`config.mk`:
```
export PLATFORM = sky130hd
export DESIGN_NAME = cecTxStager
export DESIGN_NICKNAME = d
export VERILOG_FILES = /design/src/rtl/cecTxPkg.sv /design/src/rtl/cecTxCtrl.sv /design/src/rtl/cecTxData.sv /design/src/rtl/cecTxStager.sv
export SDC_FILE = /design/constraint.sdc
export NUM_CORES = 1
export LEC_CHECK = 0
export BUFFER_PORTS_ARGS = -buffer_cell sky130_fd_sc_hd__buf_2
export CORE_UTILIZATION = 55
export CTS_BUF_LIST = sky130_fd_sc_hd__clkbuf_4
export DETAILED_ROUTE_END_ITERATION = 10
export MAX_ROUTING_LAYER = met4
export PLACE_DENSITY = 0.74
export SYNTH_ARGS = -nofsm -noshare
export SYNTH_HDL_FRONTEND = slang
export SYNTH_HIERARCHICAL = 1
export SYNTH_SLANG_ARGS = --single-unit
```
`constraint.sdc`:
```
create_clock -name clk -period 7.2 [get_ports clk]
set_input_delay 0 -clock clk [delete_from_list [all_inputs] [get_ports clk]]
set_output_delay 0 -clock clk [all_outputs]
set_load 0.1 [all_outputs]
```
`src/rtl/cecTxPkg.sv`:
```
package cecTxPkg;
  localparam int ADDR_W  = 8;
  localparam int DATA_W  = 8;
  localparam int RETRY_W = 3;
  localparam int CNT_W   = 4;

  localparam logic [ADDR_W-1:0] OFS_CTRL  = 8'h00;
  localparam logic [ADDR_W-1:0] OFS_INIT  = 8'h04;
  localparam logic [ADDR_W-1:0] OFS_DEST  = 8'h08;
  localparam logic [ADDR_W-1:0] OFS_OPC   = 8'h0C;
  localparam logic [ADDR_W-1:0] OFS_START = 8'h10;
  localparam logic [ADDR_W-1:0] OFS_STAT0 = 8'h14;
  localparam logic [ADDR_W-1:0] OFS_STAT1 = 8'h18;
  localparam logic [ADDR_W-1:0] OFS_EN0   = 8'h1C;
  localparam logic [ADDR_W-1:0] OFS_EN1   = 8'h20;

  // Requests decoded from host writes, already gated by busy
  typedef struct packed {
    logic ctrlWr;
    logic flushReq;
    logic goReq;
    logic pollReq;
  } txReqT;

  // Strobes from control to datapath
  typedef struct packed {
    logic busy;
    logic flushing;
    logic wipe;
    logic setDone;
    logic setFail;
  } txStrobeT;

  typedef enum logic [1:0] {
    ST_IDLE,
    ST_FLUSH,
    ST_ACTIVE
  } txStateT;
endpackage

```
`src/rtl/cecTxCtrl.sv`:
```
module cecTxCtrl
  import cecTxPkg::*;
#(
  parameter int MAX_OPS = 14,
  localparam int LEN_W  = $clog2(MAX_OPS + 3),
  localparam int OPS_W  = $clog2(MAX_OPS)
) (
  input  logic               clk,
  input  logic               rstN,
  input  txReqT              req,
  input  logic [CNT_W-1:0]   goCount,
  input  logic [RETRY_W-1:0] retryLimit,
  input  logic               engDone,
  input  logic               engNack,
  output logic               engStart,
  output logic [LEN_W-1:0]   engLen,
  output txStrobeT           strb,
  output logic [OPS_W-1:0]   wipeIdx,
  output logic [RETRY_W-1:0] attemptIdx,
  output logic               showAttempts
);
  txStateT state;
  logic [LEN_W-1:0] cntExt;
  logic [LEN_W-1:0] lenGo;
  logic respond;
  logic lastTry;

  assign cntExt  = LEN_W'(goCount);
  assign lenGo   = (cntExt > LEN_W'(MAX_OPS)) ? LEN_W'(MAX_OPS + 2) : cntExt + LEN_W'(2);
  assign respond = (state == ST_ACTIVE) && !engStart;
  assign lastTry = (attemptIdx == retryLimit);

  always_comb begin
    strb.busy     = (state != ST_IDLE);
    strb.flushing = (state == ST_FLUSH);
    strb.wipe     = (state == ST_FLUSH);
    strb.setDone  = respond && engDone;
    strb.setFail  = respond && !engDone && engNack && lastTry;
  end

  always_ff @(posedge clk) begin
    if (!rstN) begin
      state        <= ST_IDLE;
      engStart     <= 1'b0;
      engLen       <= '0;
      wipeIdx      <= '0;
      attemptIdx   <= '0;
      showAttempts <= 1'b0;
    end else begin
      engStart <= 1'b0;
      if (req.ctrlWr) showAttempts <= 1'b0;
      unique case (state)
        ST_IDLE: begin
          if (req.flushReq) begin
            state   <= ST_FLUSH;
            wipeIdx <= '0;
          end else if (req.goReq || req.pollReq) begin
            state        <= ST_ACTIVE;
            engStart     <= 1'b1;
            engLen       <= req.pollReq ? LEN_W'(1) : lenGo;
            attemptIdx   <= '0;
            showAttempts <= 1'b1;
          end
        end
        ST_FLUSH: begin
          if (wipeIdx == OPS_W'(MAX_OPS - 1)) state <= ST_IDLE;
          else wipeIdx <= wipeIdx + OPS_W'(1);
        end
        ST_ACTIVE: begin
          if (respond) begin
            if (engDone) begin
              state <= ST_IDLE;
            end else if (engNack) begin
              if (lastTry) begin
                state <= ST_IDLE;
              end else begin
                attemptIdx <= attemptIdx + RETRY_W'(1);
                engStart   <= 1'b1;
              end
            end
          end
        end
        default: state <= ST_IDLE;
      endcase
    end
  end
endmodule

```
`src/rtl/cecTxData.sv`:
```
module cecTxData
  import cecTxPkg::*;
#(
  parameter int MAX_OPS = 14,
  localparam int IDX_W  = $clog2(MAX_OPS + 2),
  localparam int OPS_W  = $clog2(MAX_OPS)
) (
  input  logic               clk,
  input  logic               rstN,
  input  logic               regWr,
  input  logic [ADDR_W-1:0]  regAddr,
  input  logic [DATA_W-1:0]  regWdata,
  output logic [DATA_W-1:0]  regRdata,
  input  txStrobeT           strb,
  input  logic [OPS_W-1:0]   wipeIdx,
  input  logic [RETRY_W-1:0] attemptIdx,
  input  logic               showAttempts,
  output txReqT              req,
  output logic [CNT_W-1:0]   goCount,
  output logic [RETRY_W-1:0] retryLimit,
  input  logic [IDX_W-1:0]   engIdx,
  output logic [DATA_W-1:0]  engByte,
  output logic               statDone,
  output logic               statFail,
  output logic               irq
);
  logic [3:0]        initQ;
  logic [3:0]        destQ;
  logic [DATA_W-1:0] opcodeQ;
  logic [DATA_W-1:0] en0Q;
  logic [DATA_W-1:0] en1Q;
  logic [DATA_W-1:0] oprQ [MAX_OPS];

  logic       wrOpen;
  logic       isOpr;
  logic [3:0] oprIdx;
  logic [DATA_W-1:0] oprRd;
  logic [RETRY_W-1:0] retryShow;

  assign wrOpen = regWr && !strb.busy;
  assign isOpr  = (regAddr[7:6] == 2'b01) && (regAddr[1:0] == 2'b00);
  assign oprIdx = regAddr[5:2];

  always_comb begin
    req.ctrlWr   = wrOpen && (regAddr == OFS_CTRL);
    req.flushReq = req.ctrlWr && regWdata[7];
    req.goReq    = wrOpen && (regAddr == OFS_START) && regWdata[4];
    req.pollReq  = wrOpen && (regAddr == OFS_DEST) && regWdata[7];
  end
  assign goCount = regWdata[CNT_W-1:0];

  always_ff @(posedge clk) begin
    if (!rstN) begin
      retryLimit <= '0;
      initQ      <= '0;
      destQ      <= '0;
      en0Q       <= '0;
      en1Q       <= '0;
    end else begin
      if (req.ctrlWr) retryLimit <= regWdata[6:4];
      if (wrOpen && regAddr == OFS_INIT) initQ <= regWdata[3:0];
      if (wrOpen && regAddr == OFS_DEST) destQ <= regWdata[3:0];
      if (regWr && regAddr == OFS_EN0) en0Q <= regWdata;
      if (regWr && regAddr == OFS_EN1) en1Q <= regWdata;
    end
  end

  always_ff @(posedge clk) begin
    if (!rstN) opcodeQ <= '0;
    else if (strb.wipe && wipeIdx == '0) opcodeQ <= '0;
    else if (wrOpen && regAddr == OFS_OPC) opcodeQ <= regWdata;
  end

  for (genvar g = 0; g < MAX_OPS; g++) begin : gOpr
    always_ff @(posedge clk) begin
      if (!rstN) oprQ[g] <= '0;
      else if (strb.wipe && wipeIdx == OPS_W'(g)) oprQ[g] <= '0;
      else if (wrOpen && isOpr && oprIdx == 4'(g)) oprQ[g] <= regWdata;
    end
  end

  // Status bits: a new event wins over a clearing write in the same cycle
  always_ff @(posedge clk) begin
    if (!rstN) begin
      statDone <= 1'b0;
      statFail <= 1'b0;
    end else begin
      if (strb.setDone) statDone <= 1'b1;
      else if (regWr && regAddr == OFS_STAT0 && regWdata[5]) statDone <= 1'b0;
      if (strb.setFail) statFail <= 1'b1;
      else if (regWr && regAddr == OFS_STAT1 && regWdata[1]) statFail <= 1'b0;
    end
  end

  assign irq = (statDone && en0Q[5]) || (statFail && en1Q[1]);

  always_comb begin
    oprRd = '0;
    for (int k = 0; k < MAX_OPS; k++)
      if (oprIdx == 4'(k)) oprRd = oprQ[k];
  end

  assign retryShow = showAttempts ? attemptIdx : retryLimit;

  always_comb begin
    unique case (regAddr)
      OFS_CTRL:  regRdata = {strb.flushing, retryShow, 4'b0000};
      OFS_INIT:  regRdata = {4'b0000, initQ};
      OFS_DEST:  regRdata = {4'b0000, destQ};
      OFS_OPC:   regRdata = opcodeQ;
      OFS_STAT0: regRdata = {2'b00, statDone, 5'b00000};
      OFS_STAT1: regRdata = {6'b000000, statFail, 1'b0};
      OFS_EN0:   regRdata = en0Q;
      OFS_EN1:   regRdata = en1Q;
      default:   regRdata = isOpr ? oprRd : '0;
    endcase
  end

  always_comb begin
    engByte = '0;
    if (engIdx == '0) engByte = {initQ, destQ};
    else if (engIdx == IDX_W'(1)) engByte = opcodeQ;
    else begin
      for (int k = 0; k < MAX_OPS; k++)
        if (engIdx == IDX_W'(k + 2)) engByte = oprQ[k];
    end
  end
endmodule

```
`src/rtl/cecTxStager.sv`:
```
module cecTxStager
  import cecTxPkg::*;
#(
  parameter int MAX_OPS = 14,
  localparam int LEN_W  = $clog2(MAX_OPS + 3),
  localparam int IDX_W  = $clog2(MAX_OPS + 2),
  localparam int OPS_W  = $clog2(MAX_OPS)
) (
  input  logic              clk,
  input  logic              rstN,
  input  logic              regWr,
  input  logic [ADDR_W-1:0] regAddr,
  input  logic [DATA_W-1:0] regWdata,
  output logic [DATA_W-1:0] regRdata,
  output logic              engStart,
  output logic [LEN_W-1:0]  engLen,
  input  logic [IDX_W-1:0]  engIdx,
  output logic [DATA_W-1:0] engByte,
  input  logic              engDone,
  input  logic              engNack,
  output logic              irq
);
  txReqT              req;
  txStrobeT           strb;
  logic [CNT_W-1:0]   goCount;
  logic [RETRY_W-1:0] retryLimit;
  logic [OPS_W-1:0]   wipeIdx;
  logic [RETRY_W-1:0] attemptIdx;
  logic               showAttempts;
  logic               statDone;
  logic               statFail;
  logic               busyW;
  logic               flushW;

  assign busyW  = strb.busy;
  assign flushW = strb.flushing;

  cecTxCtrl #(.MAX_OPS(MAX_OPS)) uCtrl (
    .clk(clk), .rstN(rstN), .req(req), .goCount(goCount),
    .retryLimit(retryLimit), .engDone(engDone), .engNack(engNack),
    .engStart(engStart), .engLen(engLen), .strb(strb), .wipeIdx(wipeIdx),
    .attemptIdx(attemptIdx), .showAttempts(showAttempts)
  );

  cecTxData #(.MAX_OPS(MAX_OPS)) uData (
    .clk(clk), .rstN(rstN), .regWr(regWr), .regAddr(regAddr),
    .regWdata(regWdata), .regRdata(regRdata), .strb(strb),
    .wipeIdx(wipeIdx), .attemptIdx(attemptIdx), .showAttempts(showAttempts),
    .req(req), .goCount(goCount), .retryLimit(retryLimit),
    .engIdx(engIdx), .engByte(engByte), .statDone(statDone),
    .statFail(statFail), .irq(irq)
  );
endmodule

```
==> run summary, run 1 <==
The flow ran to the end, and the final reports show no timing, DRC or antenna violations. CTS placed an instance of sky130_fd_sc_hd__clkbuf_4 at the clock tree root. Counting the buffers created by CTS gives 17. The data arrival time of the critical path is 3.78 ns. The cell at the slowest stage of the critical path was sky130_fd_sc_hd__nor3_2. In the final timing run, aggregate negative setup slack is 0 ns.

After detailed routing, the number of remaining DRC violations is 0. The starting density of the core was 57.0%. The distinct cell type count of the synthesized netlist was 87.

A synthesized cell averages 9.68 um2. Summed over all layers, the global routing overflow is 0. The logs give 8,876 for the detailed-route via count and 48 for the I/O pin count. The clock tree buffer depth is 2.

The critical path is of the flip-flop to flip-flop type. The run gives 0 as the post-route antenna net violation count. The quantity of gates resized following cts came out at 0. In the final layout, the share of cells above drive strength 1 is 11.7%. Counting every net in the synthesized netlist gives 1,061.

The worst setup path startpoint is uCtrl/state[0]. The final setup violation count was 0; the die extent in x was 137 um. VDD sags by at most 0.134 mV. Max-cap violations in this run came to 0.

The run gives 1,226 as the placed instance count. The most frequent cell on the critical path is sky130_fd_sc_hd__nor2_1. The predominant post-synthesis flop cell was sky130_fd_sc_hd__edfxtp_1. The share of Yosys cell area claimed by the top area cell type came out at 33.7%. The worst hold path begins at rstN. Of the total synthesized cell area, the portion taken by full adders, half adders and majority gates is 0.501%. The logs give 0.60 ns for the clock insertion delay at the later pin of the skew report and 8,097 for the via count of the first global-routing pass. The logs give 1,060 for the number of nets in the finished design and 44.3% for the proportion of synthesized chip area in sequential cells. The total count of max-transition violations in the final report came out at 0.

The critical path's largest stage delay works out to 0.61 ns. The final instance count without filler cells was 1,271. The type of the tightest min-delay check is input pin to flip-flop. The logs give 0.0175 mm2 for the core footprint and 1,032 for the number of instances in the synthesized netlist.

Worst-case headroom to the max-slew limit: 20.7%. The die is 137 um tall. The signal on the critical path passes through nor2_1, inv_1, nand2b_1, nor3_2, nand2_1, nor2_1, nor2_1, a21oi_1, a2bb2oi_1, dlygate4sd3_1, nor2_1.

Number of synthesis warnings: 6. TritonCTS built the clock tree. Summed over all nets, the half-perimeter wirelength after detailed placement is 24,500 um. Slew at the pin closest to its max-slew limit: 1.19 ns. The floorplan has 48 rows. The tools report the post-synth design cell area as 0.00999 mm2. The post-synthesis simple-gate area fraction is 23.9%. At the worst endpoint, the required time is 7.70 ns. The worst setup path is launched from a flip-flop. The final critical path takes up 45.6% of the cycle. The wire length of the first global-routing pass is 50,800 um, and the biggest fanout along the worst timing path is 14. The routed length per instance was 27.2 um.

The number of DRC violations after detailed-routing iteration 0 is 1,236, and the total power is 1.95 mW. Port buffering added 47 buffers. Clock-pin slew was measured on the worst setup and hold paths at 0.15 ns. In this run the critical register-to-register path is launched from uCtrl/state[0]. On the final layout, the worst clock skew is 0.0167 ns.

The die covers 0.0187 mm2. After synthesis, the share of cell area in mux cells is 8.52%. The worst setup path is captured at a flip-flop. By area the synthesized netlist is led by sky130_fd_sc_hd__edfxtp_1 (34%), sky130_fd_sc_hd__dfxtp_1 (11%), sky130_fd_sc_hd__and2_1 (6.5%). Of the total synthesized cell area, the portion taken by XOR and XNOR cells is 0.438%. Global routing consumed, over all layers together, 39.5% of the routing resources.

The dominant combinational cell family by area after synthesis was simple AND/OR/NAND/NOR gates. The final critical-path required period is 3.28 ns. The synthesized netlist devotes 17.9% of its cell area to compound gates. The cell area power density is 184 mW/mm2. The vias per cell works out to 6.98. The maximum number of pins on one net before global-route repair is 56. The number of flops mapped to enable cells by yosys was 112. The library cell with the largest summed area after synthesis is sky130_fd_sc_hd__edfxtp_1. The register bit total from synthesis was 165. The share of flip-flops with an asynchronous set or reset came out at 0%.

The tools report the number of H-tree branching levels as 4. The leakage power is 3.61 nW, and the number of antenna violations at the first check in global routing is 3. The signed area change from the synthesized netlist to the final layout is 5.87%, and the final weighted congestion in routability-driven placement is 1.01. Timing would allow up to 0.304 GHz.

CTS saw 165 sinks. First-pass iteration count of the detailed router: 6. Setup repair after global routing left no endpoint under its margin.

The tools report the detailed-route wire length as 34,600 um. The final count of hold timing violations is 0.
## cell usage after synthesis, types with 11 or more instances
cell,number
sky130_fd_sc_hd__a21boi_1,27
sky130_fd_sc_hd__a21oi_1,34
sky130_fd_sc_hd__and2_1,103
sky130_fd_sc_hd__buf_2,30
sky130_fd_sc_hd__clkbuf_1,40
sky130_fd_sc_hd__dfxtp_1,53
sky130_fd_sc_hd__edfxtp_1,112
sky130_fd_sc_hd__inv_1,14
sky130_fd_sc_hd__mux2_1,14
sky130_fd_sc_hd__mux2i_1,49
sky130_fd_sc_hd__nand2_1,87
sky130_fd_sc_hd__nand2b_1,23
sky130_fd_sc_hd__nand3_1,49
sky130_fd_sc_hd__nor2_1,62
sky130_fd_sc_hd__nor2b_1,14
sky130_fd_sc_hd__nor3_1,15
sky130_fd_sc_hd__nor3_2,11
sky130_fd_sc_hd__nor4_1,12
sky130_fd_sc_hd__o21ai_0,31
sky130_fd_sc_hd__o21ai_1,19
sky130_fd_sc_hd__o221ai_1,23
sky130_fd_sc_hd__o22ai_1,17
## timing repair
action	in CTS	in global routing
hold buffers	11	0
endpoints found under the setup margin	0	0
endpoints found under the hold margin	55	0
buffers inserted	0	0
## logic make-up after synthesis
family | count (synthesis)
AO/OA/AOI/OAI | 255
XOR/XNOR | 5
multiplexers | 73
AND/OR/NAND/NOR | 429
adder cells (fa/ha/maj) | 4
flip-flops | 165
buffers and inverters | 101
## layer usage
layer	part of all wire (%)	GRT usage (%)	vias to the layer above
met1	40	51.9	4322
met3	11	9.30	114
met5	0	-	-
met4	4.8	19.9	0
li1	-	-	3858
met2	44	56.9	582
## flip-flops by register name, indices dropped and copies added, names as in the netlist, 2 cells and up
signal	cells
uData/en0Q	8
uData/destQ	4
uCtrl/wipeIdx	4
uData/oprQ	112
uData/retryLimit	3
uData/initQ	4
uData/en1Q	8
uCtrl/engLen	5
uData/opcodeQ	8
uCtrl/state	2
uCtrl/attemptIdx	3
## cell usage in the layout, fill, tap and decap left out, types with 10 or more instances in the layout
cell	synthesis	final
sky130_fd_sc_hd__a21boi_1	27	27
sky130_fd_sc_hd__a22oi_1	10	10
sky130_fd_sc_hd__clkbuf_4	0	17
sky130_fd_sc_hd__mux2_1	14	14
sky130_fd_sc_hd__nand3_1	49	49
sky130_fd_sc_hd__inv_1	14	14
sky130_fd_sc_hd__nand2b_1	23	23
sky130_fd_sc_hd__a21oi_1	34	34
sky130_fd_sc_hd__a31oi_1	10	10
sky130_fd_sc_hd__edfxtp_1	112	112
sky130_fd_sc_hd__nor2_1	62	62
sky130_fd_sc_hd__dfxtp_1	53	53
sky130_fd_sc_hd__nor3_2	11	11
sky130_fd_sc_hd__o21ai_1	19	19
sky130_fd_sc_hd__mux2i_1	49	49
sky130_fd_sc_hd__o22ai_1	17	17
sky130_fd_sc_hd__o21ai_0	31	31
sky130_fd_sc_hd__buf_2	30	47
sky130_fd_sc_hd__dlygate4sd3_1	0	11
sky130_fd_sc_hd__nor2b_1	14	14
sky130_fd_sc_hd__o221ai_1	23	23
sky130_fd_sc_hd__o211ai_1	10	10
sky130_fd_sc_hd__nand2_1	87	87
sky130_fd_sc_hd__and2_1	103	103
sky130_fd_sc_hd__nor3_1	15	15
sky130_fd_sc_hd__nor4_1	12	12
## path summary, 6_finish.rpt
kind	to	cells past startpoint	slack [ns]
worst max register to register	uCtrl/state[1]	11	3.92
worst min-delay path	uCtrl/state[1]	3	0.04
worst min register to register	uCtrl/engLen[2]	2	0.46
worst max-delay path	uCtrl/state[1]	11	3.92
## through the flow
step                hold slack (ns)  utilization [%]  setup WS (ns)  instance area (um2)
CTS                         0.00690             60.3           4.02                10600
global placement              0.342             58.0           4.07                10200
floorplan                     0.136                -           3.18                 9990
detailed placement            0.346             58.0           3.96                10200
global route                 0.0286             60.3           3.59                10600
finish                       0.0399             60.3           3.92                10600
## area by class of cell
type	count	area [um2]
diodes	3	7.51
repair buffers	64	390
clock inverters	14	166
flip-flops and latches	165	4420
fillers	1560	6960
well taps	225	282
inverters	17	63.8
clock buffers	17	128
multi-input cells	766	5110
## critical path: cells and delay by family, from the launching register on
family / cells / cell delay [ns]
AOI/OAI and AO/OA: 2 / 0.28
buffers and inverters: 2 / 0.64
DFF: 1 / 0.43
and+or+nand+nor: 7 / 1.84
## where the power goes
| part | total (mW) | switching [mW] | internal [mW] | leakage [nW] |
|---|---|---|---|---|
| Clock | 0.567 | 0.379 | 0.188 | 0.152 |
| Sequential | 1.08 | 0.0316 | 1.04 | 1.49 |
| Combinational | 0.308 | 0.225 | 0.0835 | 1.97 |
(Power assumes the default switching activity.)
==> run 2: changes to the inputs <==
- PLACE_DENSITY: 0.74 -> 0.76
- clock period: 7.2 -> 2.9 ns (I/O delays scaled with it)
==> run 2 against run 1 <==
Non-clock buffer count is 43 higher. Global-route usage decreased by 0.79 points. First-iteration DRC count is 24% higher. Clock-buffer cell count grew 1. Sequential cell count did not move. Combinational power grew to 2.7 times the previous value. Clock power is 140% higher. Setup slack got worse by 3.7 ns. Sequential power up 150%.
==> run summary, run 2 (synthesis results as in run 1) <==
The number of flip-flops in the largest register was 112 (unchanged). The count of input and output buffers is 47 (unchanged), and the slew at the pin closest to its max-slew limit is 0.973 ns (was 1.19 ns). The worst setup path category is flip-flop to output port (was flip-flop to flip-flop).

The data arrival time of the critical path came out at 2.68 ns (was 3.78 ns). The run gives 48 (unchanged) as the I/O pin count. The worst path buffer plus inverter count works out to 1 (was 2). The number of nets in the finished design came out at 1,103 (was 1,060).

Type of origin of the critical path: a flip-flop (unchanged). The most common cell after layout, fill and taps aside is sky130_fd_sc_hd__edfxtp_1 (unchanged). The maximum operating frequency is 0.373 GHz, and the proportion of layout cells with a drive suffix above 1 is 15.9% (was 11.7%). The run gives 4.87 mW (was 1.95 mW) as the total power. The cell at the root of the clock tree was sky130_fd_sc_hd__clkbuf_4 (unchanged).

The run gives 4 (unchanged) as the number of H-tree branching levels. The run gives 0.0175 mm2 (unchanged) as the core footprint. The leakage power is 3.86 nW (was 3.61 nW), and the cell area power density is 441 mW/mm2 (was 184 mW/mm2). The final hold slack is 0.0607 ns (was 0.0399 ns). The tools report the overall global routing resource usage as 38.7% (was 39.5%).

The tools report the endpoint class of the critical path as an output port (was a flip-flop). Wire length of the first global-routing pass: 50,200 um (was 50,800 um). The flow ran to the end, and the final reports show no timing, DRC or antenna violations. Setup repair after global routing left no endpoint under its margin. For the placed wire-length estimate after detailed placement, the log shows 24,700 um (was 24,500 um). The first-pass iteration count of the detailed router is 6 (unchanged). Vias per cell: 6.89 (was 6.98). The detailed-route wire length came out at 34,300 um (was 34,600 um). Clock tree buffer depth: 2 (unchanged). After layout, the minimum clock period comes to 2.68 ns. Register with the most flip-flops: uData/oprQ (unchanged).

CP cell instances: mux2i_1, o21ai_0, a2bb2oi_1, o311a_1, o221ai_1, buf_2 (was nor2_1, inv_1, nand2b_1, nor3_2, nand2_1, nor2_1, nor2_1, a21oi_1, a2bb2oi_1, dlygate4sd3_1, nor2_1). Type of the tightest min-delay check: input pin to flip-flop (unchanged). The residual DRC count was 0 (unchanged). The dominant delay contributor by cell family on the critical path was compound AO/OA/AOI/OAI gates (was simple AND/OR/NAND/NOR gates). TritonCTS built the clock tree. The die area is 0.0187 mm2 (unchanged). The row count came out at 48 (unchanged). The routed length per instance works out to 26.1 um (was 27.2 um).

The count of filler cells inserted in the layout came out at 1,519 (was 1,560). The max capacitance violation total was 0 (unchanged); the register clock-pin slew on the reported worst setup and hold paths was 0.15 ns (about the same). The tools report the clock insertion delay at the later pin of the skew report as 0.59 ns (was 0.60 ns). For the post-route antenna net violation count, the log shows 0 (unchanged). The required arrival time at the worst endpoint is 2.90 ns (was 7.70 ns). The clock buffer count from CTS is 17 (unchanged), and the detailed-route via count is 9,071 (was 8,876). The tools report the final design instance area without fill as 0.0110 mm2 (was 0.0106 mm2). The number of cells on the critical path is 6 (was 11). Die boundary height: 137 um (unchanged). In the finished design, the share of the clock period the worst path needs comes to 92.4%. The depth of the most critical reg-to-reg path works out to 12 (was 11). The worst reg-to-reg setup slack was 0.27 ns (was 3.92 ns). For the number of DRC violations after detailed-routing iteration 0, the log shows 1,535 (was 1,236). The cell at the slowest stage of the critical path is sky130_fd_sc_hd__buf_2 (was sky130_fd_sc_hd__nor3_2).

Number of antenna violations at the first check in global routing: 3 (unchanged). Commonest non-fill, non-tap cells in the layout: sky130_fd_sc_hd__edfxtp_1 (112), sky130_fd_sc_hd__and2_1 (103), sky130_fd_sc_hd__nand2_1 (86) (was sky130_fd_sc_hd__edfxtp_1 (112), sky130_fd_sc_hd__and2_1 (103), sky130_fd_sc_hd__nand2_1 (87)). The logs give 0 ns (unchanged) for the final total negative setup slack and 0 (unchanged) for the final count of hold timing violations.

The maximum clock skew at final layout is 0.0148 ns (was 0.0167 ns). The signed area change from the synthesized netlist to the final layout was 10.4% (was 5.87%); the worst-case headroom to the max-slew limit was 34.8% (was 20.7%). The run gives 39 (was 56) as the maximum number of pins on one net before global-route repair. The total overflow reported by the global router is 0 (unchanged).

The via count of the first global-routing pass was 8,255 (was 8,097); the number of cells traversed by the worst hold path was 5 (was 3). The run gives 0 (unchanged) as the total count of max-transition violations in the final report. The peak supply drop was 0.262 mV (was 0.134 mV). For the final setup violation count, the log shows 0 (unchanged).

The biggest fanout along the worst timing path works out to 2 (was 14). The area after detailed placement was 0.0106 mm2 (was 0.0102 mm2); the die extent in x was 137 um (unchanged). Number of clock sinks: 165 (unchanged). The critical path's largest stage delay was 0.47 ns (was 0.61 ns). The starting density of the core is 57.0% (unchanged). The final weighted congestion in routability-driven placement is 1.02 (was 1.01).
[run 2: changes by cell type in the layout (fill, tap and decap cells not counted), sizes merged]
cell	change
clkinv	+1
diode	+1
inv	+1
clkbuf	+1
clkinvlp	-2
dlygate4sd3	+2
buf	+41
[run 2: timing repair]
item / CTS / global route
hold buffers: 13 / 0
gates resized for setup: 0 / 5
endpoints found under the setup margin: 0 / 6
setup buffers: 0 / 0
hold endpoints to repair: 40 / 0
[run 2: report_power, final]
| part | switching (mW) | total [mW] | leakage, nW | internal (mW) |
|---|---|---|---|---|
| Combinational | 0.572 | 0.825 | 2.21 | 0.253 |
| Sequential | 0.0780 | 2.67 | 1.49 | 2.59 |
| Clock | 0.911 | 1.38 | 0.158 | 0.465 |
| Total | 1.56 | 4.87 | 3.86 | 3.31 |
[run 2: area by class of cell]
| cell class | count | area [um2] | area share [%] |
|---|---|---|---|
| diodes | 4 | 10.0 | 0.0908 |
| clock buffers | 18 | 135 | 1.23 |
| clock inverters | 14 | 141 | 1.28 |
| inverters | 17 | 63.8 | 0.579 |
| multi-input cells | 766 | 5150 | 46.7 |
| flip-flops and latches | 165 | 4430 | 40.1 |
| well taps | 225 | 282 | 2.55 |
| repair buffers | 107 | 818 | 7.42 |
[run 2: path summary, 6_finish.rpt]
check                                        to        startpoint
worst max-delay path                regRdata[0]  uData/oprQ[0][0]
worst max register to register   uCtrl/state[1]    uCtrl/state[1]
worst min-delay path              uData/en0Q[7]             regWr
worst min register to register  uCtrl/engLen[2]   uCtrl/engLen[2]
[run 2: per-stage QoR]
step	setup slack (ns)	utilization (%)	instances
global route	0.0632	62.9	1315
detailed placement	0.281	60.4	1267
finish	0.221	62.9	1316
global placement	0.355	60.4	1267
CTS	0.0740	62.8	1312
floorplan	0.203	-	1032
[run 2: tightest hold or removal path, delay by kind of cell]
kind                   cells  cell delay, ns
AO/OA/AOI/OAI              1            0.05
buffers and inverters      2            0.32
AND/OR/NAND/NOR            2            0.24
[run 2: metal layers]
layer  global-route usage [%]  wire, um  up-vias
met5                        -         0        -
met4                     17.6      1660        0
met3                     8.41      3790      119
met2                     57.0     15500      638
met1                     51.1     13400     4367
li1                         -         -     3947
